==> config.mk <==
export PLATFORM = sky130hd
export DESIGN_NAME = branch_trace_buf
export DESIGN_NICKNAME = d
export VERILOG_FILES = /design/src/rtl/btb_pkg.sv /design/src/rtl/btb_incident_ctr.sv /design/src/rtl/btb_ring.sv /design/src/rtl/btb_halt_ctl.sv /design/src/rtl/branch_trace_buf.sv
export SDC_FILE = /design/constraint.sdc
export NUM_CORES = 1
export LEC_CHECK = 0
export CORE_AREA = 5 5 260 262
export DETAILED_ROUTE_END_ITERATION = 12
export DIE_AREA = 0 0 265 267
export DONT_BUFFER_PORTS = 1
export PLACE_DENSITY_LB_ADDON = 0.05
export SETUP_SLACK_MARGIN = 0.05
export SLEW_MARGIN = 25
export SYNTH_ARGS = -nofsm -noshare
export SYNTH_HDL_FRONTEND = slang
export SYNTH_SLANG_ARGS = --single-unit
==> constraint.sdc <==
create_clock -name clk -period 17.52 [get_ports clk]
set_clock_uncertainty 0.2 [all_clocks]
set_input_delay 3.504 -clock clk [delete_from_list [all_inputs] [get_ports clk]]
set_output_delay 3.504 -clock clk [all_outputs]
set_load 0.1 [all_outputs]
==> src/rtl/btb_pkg.sv <==
package btb_pkg;
  localparam int unsigned ADDR_W  = 32;
  localparam int unsigned CNT_W   = 16;
  localparam int unsigned ENTRY_W = ADDR_W + CNT_W;
endpackage

==> src/rtl/btb_incident_ctr.sv <==
module btb_incident_ctr #(
  parameter int unsigned W = 16
) (
  input  logic         clk,
  input  logic         rst,
  input  logic         inc_a,
  input  logic         inc_b,
  input  logic         restart,
  output logic [W-1:0] total
);
  localparam logic [W-1:0] MAXV = '1;

  logic [W-1:0] cnt_q;
  logic [W:0]   wide;

  always_comb begin
    wide  = {1'b0, cnt_q} + {{W{1'b0}}, inc_a} + {{W{1'b0}}, inc_b};
    total = wide[W] ? MAXV : wide[W-1:0];
  end

  always_ff @(posedge clk) begin
    if (rst)          cnt_q <= '0;
    else if (restart) cnt_q <= '0;
    else              cnt_q <= total;
  end

  assert_sat_hold_R3: assert property (@(posedge clk) disable iff (rst)
    (cnt_q == MAXV && !restart) |=> (cnt_q == MAXV));
  assert_restart_zero_R2: assert property (@(posedge clk) disable iff (rst)
    restart |=> (cnt_q == '0));
endmodule

==> src/rtl/btb_ring.sv <==
module btb_ring #(
  parameter int unsigned DW    = 48,
  parameter int unsigned DEPTH = 16
) (
  input  logic          clk,
  input  logic          rst,
  input  logic          wr_en,
  input  logic [DW-1:0] wr_data,
  input  logic          allow_ovw,
  input  logic          rd_en,
  output logic [DW-1:0] rd_data,
  output logic          rd_valid,
  output logic          empty,
  output logic          full,
  output logic          pop,
  output logic          accepted,
  output logic          ovw,
  output logic          will_fill
);
  localparam int unsigned AW = (DEPTH > 1) ? $clog2(DEPTH) : 1;
  localparam int unsigned CW = $clog2(DEPTH + 1);
  localparam logic [AW-1:0] LAST = AW'(DEPTH - 1);
  localparam logic [CW-1:0] FULLC = CW'(DEPTH);

  logic [DW-1:0] mem [DEPTH];
  logic [AW-1:0] wp_q, rp_q;
  logic [CW-1:0] cnt_q;

  function automatic logic [AW-1:0] nxt(input logic [AW-1:0] p);
    return (p == LAST) ? '0 : p + 1'b1;
  endfunction

  always_comb begin
    empty     = (cnt_q == '0);
    full      = (cnt_q == FULLC);
    pop       = rd_en && !empty;
    ovw       = wr_en && full && !pop && allow_ovw;
    accepted  = wr_en && (!full || pop || allow_ovw);
    will_fill = accepted && !pop && (cnt_q == FULLC - 1'b1);
  end

  always_ff @(posedge clk) begin
    if (accepted) mem[wp_q] <= wr_data;
    if (pop)      rd_data   <= mem[rp_q];
  end

  always_ff @(posedge clk) begin
    if (rst) begin
      wp_q     <= '0;
      rp_q     <= '0;
      cnt_q    <= '0;
      rd_valid <= 1'b0;
    end else begin
      rd_valid <= pop;
      if (accepted) wp_q <= nxt(wp_q);
      if (pop || ovw) rp_q <= nxt(rp_q);
      if (accepted && !pop && !ovw) cnt_q <= cnt_q + 1'b1;
      else if (pop && !accepted)    cnt_q <= cnt_q - 1'b1;
    end
  end

  assert_depth_bound_R4: assert property (@(posedge clk) disable iff (rst)
    cnt_q <= FULLC);
  assert_empty_read_R5: assert property (@(posedge clk) disable iff (rst)
    (rd_en && empty) |=> !rd_valid);
  assert_ovw_stays_full_R7: assert property (@(posedge clk) disable iff (rst)
    ovw |=> full);
  assert_both_served_R6: assert property (@(posedge clk) disable iff (rst)
    (wr_en && rd_en && !empty) |=> ($stable(cnt_q) && rd_valid));
endmodule

==> src/rtl/btb_halt_ctl.sv <==
module btb_halt_ctl #(
  parameter int unsigned DW_CNT = 16
) (
  input  logic              clk,
  input  logic              rst,
  input  logic              mode_stop,
  input  logic              fill_evt,
  input  logic              pop,
  input  logic              clr,
  input  logic              ovw_evt,
  input  logic              drop_evt,
  output logic              halt_req,
  output logic              overflow,
  output logic [DW_CNT-1:0] drop_cnt
);
  localparam logic [DW_CNT-1:0] DMAX = '1;

  logic popped_q;
  logic release_ok;

  assign release_ok = halt_req && clr && popped_q;

  always_ff @(posedge clk) begin
    if (rst) begin
      halt_req <= 1'b0;
      popped_q <= 1'b0;
      overflow <= 1'b0;
      drop_cnt <= '0;
    end else begin
      if (release_ok) begin
        halt_req <= 1'b0;
        popped_q <= 1'b0;
        drop_cnt <= '0;
      end else begin
        if (mode_stop && fill_evt) halt_req <= 1'b1;
        if (halt_req && pop)       popped_q <= 1'b1;
        if (drop_evt && drop_cnt != DMAX) drop_cnt <= drop_cnt + 1'b1;
      end
      if (clr)          overflow <= 1'b0;
      else if (ovw_evt) overflow <= 1'b1;
    end
  end

  assert_release_needs_clr_R9: assert property (@(posedge clk) disable iff (rst)
    $fell(halt_req) |-> $past(clr));
  assert_ovf_source_R7: assert property (@(posedge clk) disable iff (rst)
    $rose(overflow) |-> $past(ovw_evt));
  assert_ovf_clear_R10: assert property (@(posedge clk) disable iff (rst)
    clr |=> !overflow);
endmodule

==> src/rtl/branch_trace_buf.sv <==
module branch_trace_buf #(
  parameter int unsigned DEPTH = 16
) (
  input  logic                         clk,
  input  logic                         rst,
  input  logic                         mode_stop,
  input  logic                         retire_p0,
  input  logic                         retire_p1,
  input  logic                         br_taken,
  input  logic [btb_pkg::ADDR_W-1:0]   br_target,
  input  logic                         rd_req,
  input  logic                         trace_clr,
  output logic [btb_pkg::ENTRY_W-1:0]  rd_data,
  output logic                         rd_valid,
  output logic                         buf_empty,
  output logic                         halt_req,
  output logic                         overflow,
  output logic [btb_pkg::CNT_W-1:0]    drop_count
);
  import btb_pkg::*;

  logic [CNT_W-1:0]   tally;
  logic [ENTRY_W-1:0] rec;
  logic wr_en, full, pop, accepted, ovw, will_fill;

  btb_incident_ctr #(.W(CNT_W)) u_ctr (
    .clk(clk), .rst(rst), .inc_a(retire_p0), .inc_b(retire_p1),
    .restart(br_taken), .total(tally)
  );

  assign rec   = {br_target, tally};
  assign wr_en = br_taken && !halt_req;

  btb_ring #(.DW(ENTRY_W), .DEPTH(DEPTH)) u_ring (
    .clk(clk), .rst(rst), .wr_en(wr_en), .wr_data(rec),
    .allow_ovw(!mode_stop), .rd_en(rd_req), .rd_data(rd_data),
    .rd_valid(rd_valid), .empty(buf_empty), .full(full), .pop(pop),
    .accepted(accepted), .ovw(ovw), .will_fill(will_fill)
  );

  btb_halt_ctl #(.DW_CNT(CNT_W)) u_ctl (
    .clk(clk), .rst(rst), .mode_stop(mode_stop), .fill_evt(will_fill),
    .pop(pop), .clr(trace_clr), .ovw_evt(ovw),
    .drop_evt(br_taken && !accepted), .halt_req(halt_req),
    .overflow(overflow), .drop_cnt(drop_count)
  );

  assert_halt_blocks_R8: assert property (@(posedge clk) disable iff (rst)
    halt_req |-> !accepted);
  assert_drop_counts_R8: assert property (@(posedge clk) disable iff (rst)
    (halt_req && br_taken && !trace_clr && drop_count != '1) |=> (drop_count != '0));
  assert_capture_during_read_R11: assert property (@(posedge clk) disable iff (rst)
    (br_taken && rd_req && !halt_req && !buf_empty) |=> !buf_empty);
endmodule

=== After elaboration in Yosys (flattened, before gate mapping) ===
Memories as Yosys holds them, arrays and structs flattened. A register that Yosys moved wholly into a read port is not among the register bits.
Index checks and enable logic that the tools add are counted.

* Bits of input ports: 40
* Output and inout port bits: 68
* Logic and storage cells: 60
* Memories kept: 1
* Bits in writable memories: 768
* Flip-flop bits (word level): 49
* Memory bits (read-only): 0
* Bits in latches: 0

* Reduce and logical (&&, ||, !) cells: 31
* Add/sub/neg operators: 7
* Mux-type cells: 7
* Multipliers: 0
* Shifts and indexed selects: 0
* Equality and inequality tests: 5
* Bitwise operators: 0
* Magnitude comparators: 0
* Divide/modulo/power cells: 0

{| class="wikitable"
|+ Memories
! memory !! words !! width !! read ports !! clocked after memory_dff !! write ports !! RTL line !! text
|-
| u_ring.mem || 16 || 48 || 1 || 1 || 1 || btb_ring.sv:25 || <nowiki>logic [DW-1:0] mem [DEPTH];</nowiki>
|}

{| class="wikitable"
|+ Operator list
! cell !! number
|-
| $add 16x1->17 || 1
|-
| $add 17x1->17 || 1
|-
| $add 16x1->16 const B || 1
|-
| $logic_and 1x1->1 || 16
|-
| $mux 16 || 1
|-
| $ne 16x16->1 const B || 1
|-
| $mux 5 || 2
|-
| $add 4x1->4 const B || 2
|-
| $eq 4x4->1 const B || 2
|-
| $mux 4 || 2
|-
| $logic_not 1->1 || 7
|-
| $reduce_or 2->1 || 3
|-
| $add 5x1->5 const B || 1
|-
| $eq 5x4->1 const B || 1
|-
| $eq 5x5->1 const B || 1
|-
| $logic_not 5->1 || 1
|-
| $sub 5x1->5 const B || 1
|-
| $logic_or 1x1->1 || 3
|-
| $mux 1 || 2
|-
| $reduce_bool 2->1 || 1
|}

=== Depth between registers and ports, before layout ===
* Depth in word-level cells: 10
* Mapped depth: 10
* Depth with buffers taken out: 9

=== Cells and area by module ===
Synthesis repeated with hierarchy kept, for this count alone.

* Cells, all modules: 1563
* Area total of the unflattened synthesis: 32900.3 sq um

{| class="wikitable"
|+ By module, submodules not included
! module !! cells an instance !! instances !! area each (sq um) !! seq. area each (sq um)
|-
| btb_ring || 1352 || 1 || 31058.5 || 24783.8
|-
| btb_halt_ctl || 106 || 1 || 950.9 || 380.4
|-
| btb_incident_ctr || 102 || 1 || 859.6 || 320.3
|-
| branch_trace_buf || 3 || 1 || 31.3 || 0.0
|}

=== Worst setup path after synthesis ===
OpenSTA, ideal clock, no wires.

* Path kind: input to register
* Start point: input br_taken
* End point: memory u_ring.mem[0][0] (enable)
* Path slack: 9.220 ns
* Data required time: 16.807 ns
* Library setup time: 0.513 ns
* Buffers on the path: 0
* Data arrival time: 7.587 ns
* Cell stages on the path: 4
* Cells stage by stage: nand2b_1 > a31oi_1 > nand2_1 > nor3_1

* Word-level cells in the longest chain between the ends: 4

{| class="wikitable"
|+ RTL lines
! element !! RTL line !! text
|-
| from (decl) || branch_trace_buf.sv:9 || <nowiki>input logic br_taken,</nowiki>
|-
| $logic_and 1x1->1 || branch_trace_buf.sv:32 || <nowiki>assign wr_en = br_taken && !halt_req;</nowiki>
|-
| $logic_and 1x1->1 || btb_ring.sv:38 || <nowiki>accepted = wr_en && (!full || pop || allow_ovw);</nowiki>
|-
| $mux 1 || btb_ring.sv:43 || <nowiki>if (accepted) mem[wp_q] <= wr_data;</nowiki>
|-
| $mux 1 (implied by the code) || btb_ring.sv:43 ||
|-
| to (decl) || btb_ring.sv:25 ||
|}

Every way passes these cells.

=== Final worst setup path ===
* Start point: input retire_p0
* End point: memory u_ring.mem[1][8], data pin

* Word-level cells in the longest chain between the ends: 3

{| class="wikitable"
|+ RTL lines
! element !! RTL line !! text
|-
| from (decl) || branch_trace_buf.sv:7 || <nowiki>input logic retire_p0,</nowiki>
|-
| $add 16x1->17 || btb_incident_ctr.sv:17 || <nowiki>wide = {1'b0, cnt_q} + {{W{1'b0}}, inc_a} + {{W{1'b0}}, inc_b};</nowiki>
|-
| $add 17x1->17 || btb_incident_ctr.sv:17 ||
|-
| $mux 16 || btb_incident_ctr.sv:18 || <nowiki>total = wide[W] ? MAXV : wide[W-1:0];</nowiki>
|-
| net tally[8] || branch_trace_buf.sv:22 || <nowiki>logic [CNT_W-1:0] tally;</nowiki>
|}

The timed path passes the listed nets, and every way through them passes these cells.

==> reports/qor.csv <==
metric,value,unit
Internal,3780,uW
FF+latch area,25500,um2
Tmin final,6.44,ns
relative slew slack,27.3,%
GRT overflow,0,
MaxCap Viol Count,0,
nets@finish,1712,
worst r2r src,u_ctr.cnt_q[0],
hold_sp,u_ctl.popped_q,
highest clock rate,0.155,GHz
P&R area growth vs syn,12.0,%
WHS,0.301,ns
"Seq/Total Area, Yosys",76.2,%
worst min-delay path class,reg2reg,
grt peak-use layer,met2,
CP Max Fanout,22,
critical path type,in2reg,
met1 global-route usage,29.3,%
wire length per cell,27.5,um
LEAKAGE,0.0114,uW
Fillers,4864,
Num CTS Buffers,89,
Multi-input gate area,7630,um2
PD cells,141,nW/um2
PortBufs,0,
"Top FF cell, synth",edfxtp_1,
most numerous cell on the critical path,nand2_1,
Final ANT Viol Nets,0,
RSZ-0062 raised after global routing,false,
Post-CTS Hold Buffers,0,
Netlist Area Pre-Place,33400,um2
Starting Density,51.3,%
met3 Use GR,3.36,%
Crit. End Element,register,
Required @ worst endpoint,17.67,ns
"CTS clk-pin slew, worst paths",0.06,ns
Comb power frac,12.6,%
Syn Inst Count,1627,
Post-Syn Nets,1679,
"Avg Cell Area, Syn",20.6,um2
Sw Pwr,1490,uW
Reg2Reg Setup Slack,13.67,ns
gr usage total,20.3,%
largest net degree at the start of global routing,148,
Synthesis Warnings,0,
FF-to-FF End,u_ring.mem[1][8],
status,finished clean,
Yosys reg bits,865,
Sw Ratio,28.2,%
max-slew violations,0,
final wirelength,71300,um
CTS Buffer Depth,3,
GR Layer Usage met2,33.0,%
CP Launch Type,primary input,
drt first pass iters,6,
Reg power frac,52.0,%
layout cell share with drive strength beyond 1,22.6,%
CTS tree,done,
clock root buffer,clkbuf_16,
slowest CP cell,nand2_1,
die width,265,um
Post-synth EDFFs,816,
"commonest non-fill, non-tap cell in the layout",edfxtp_1,
Die H,267,um
Die ar.,70800,um2
Final Hold Vio Count,0,
R2R cell count,8,
io pins,108,
WHS Path Cells,2,
Antenna diodes,0,
clk_lat worst skew,0.62,ns
critical path's largest stage delay,0.75,ns
H-tree lvl count,3,
routability cong.,0.731,
via count,15583,
highest-count cells in the layout ignoring fill and taps,"816 x edfxtp_1, 192 x mux4_2, 93 x clkbuf_16, 75 x a21oi_1, 56 x mux2i_1",
post-detailed-route via-to-cell ratio,6.01,
core box area,65200,um2
DR DRC count,0,
Least-Margin Pin Slew,1.09,ns
CP Cell Sequence,"inv_1, fa_1, inv_1, ha_1, nand2_1, nor4_1, nand2_1, nand2_1",
VDD IR-drop max,91.0,uV
Post-CTS Resized,0,
DRT iter0 DRCs,1285,
WHS Endpoint,u_ctl.popped_q,
arrival time at the worst endpoint,6.59,ns
Final TNS setup,0,ns
vias in the first global route,16377,
first-pass GRT wire length,107000,um
clock network power share,35.4,%
Final Setup Violations,0,
"Async S/R FF share, synth",0,%
post-detail-place hpwl,36700,um
post-synth cell types,60,
final worst path period share,36.8,%
antenna violations before repair,1,
post-CTS repair timing setup buffer count,0,
row cnt,94,
Clock Sinks,865,
-- cells by family (layout without fill, tap and decap cells) --
group	after synthesis	after routing	synth area share [%]
adders and majority gates	12	12	0.494
muxes	255	255	14.8
AOI/OAI and AO/OA	165	165	3.23
and+or+nand+nor	213	213	3.57
buffers and inverters	106	210	1.37
DFF	865	865	76.2
xor gates and xnor gates	11	11	0.288
-- power by group through the flow --
stage | registers (uW) | clock network (uW) | logic [uW]
6_report | 2740 | 1870 | 665
5_1_grt | 2750 | 2010 | 728
4_1_cts | 2740 | 1910 | 685
3_5_place_dp | 2790 | 0 | 684
3_3_place_gp | 2790 | 0 | 678
2_1_floorplan | 2750 | 0 | 543
-- layer usage --
layer	routed length, um	share of wire [%]
met4	1360	1.9
met3	3330	4.7
met5	0	0
met1	31700	44
met2	35000	49
-- Yosys cell counts, types with 17 or more instances --
| master | n | area share (%) |
|---|---|---|
| edfxtp_1 | 816 | 73 |
| mux4_2 | 192 | 13 |
| a21oi_1 | 75 | 1.1 |
| mux2i_1 | 57 | 1.7 |
| nor2b_1 | 54 | 1.0 |
| dfxtp_1 | 49 | 2.9 |
| a211oi_1 | 48 | 1.1 |
| clkbuf_1 | 48 | 0.54 |
| nand2_1 | 37 | 0.42 |
| nor2_1 | 33 | 0.37 |
| buf_2 | 29 | 0.43 |
| nand3_1 | 19 | 0.28 |
| inv_1 | 17 | 0.19 |
-- stage by stage --
stage / util, % / instances / setup WS, ns / power, uW / cell area, um2
after floorplan: - / 1627 / 9.22 / 3290 / 33400
after global placement: 53.0 / 2433 / 10.62 / 3460 / 34500
after detailed placement: 53.0 / 2433 / 10.61 / 3470 / 34500
after CTS: 57.4 / 2595 / 11.18 / 5340 / 37400
after global routing: 57.5 / 2595 / 10.71 / 5480 / 37400
final: 57.5 / 2595 / 11.08 / 5270 / 37400
-- worst max-delay path by stage --
stage / startpoint / end / slack (ns)
after detailed placement: retire_p0 / u_ring.mem[6][11] / 10.61
after CTS: u_ring.cnt_q[0] / buf_empty / 11.18
after global placement: retire_p0 / u_ring.mem[6][11] / 10.62
after global routing: retire_p0 / u_ring.mem[7][2] / 10.71
final: retire_p0 / u_ring.mem[1][8] / 11.08
after floorplan: br_taken / u_ring.mem[0][0] / 9.22
-- registers in the layout, indices dropped and copies added (netlist names) --
name,flops
u_ring.rp_q,4
u_ctl.popped_q,1
u_ring.rd_data,48
u_ring.wp_q,4
u_ctl.overflow,1
u_ring.mem,768
u_ring.rd_valid,1
u_ctl.drop_cnt,16
u_ring.cnt_q,5
u_ctl.halt_req,1
u_ctr.cnt_q,16
-- area by class of cell --
cell class              count  share of cell area (%)
well taps                 864                    2.89
multi-input cells         656                    20.4
flip-flops and latches    865                    68.1
clock buffers             112                    6.49
clock inverters            50                    1.27
repair buffers             30                   0.678
inverters                  18                   0.180
-- critical path, delay by kind of cell --
kind / cells / cell delay, ns
fa+ha+maj: 2 / 0.71
buf+inv: 2 / 0.15
simple gates: 4 / 2.21
Note: power is estimated with default switching activity, not from simulation.
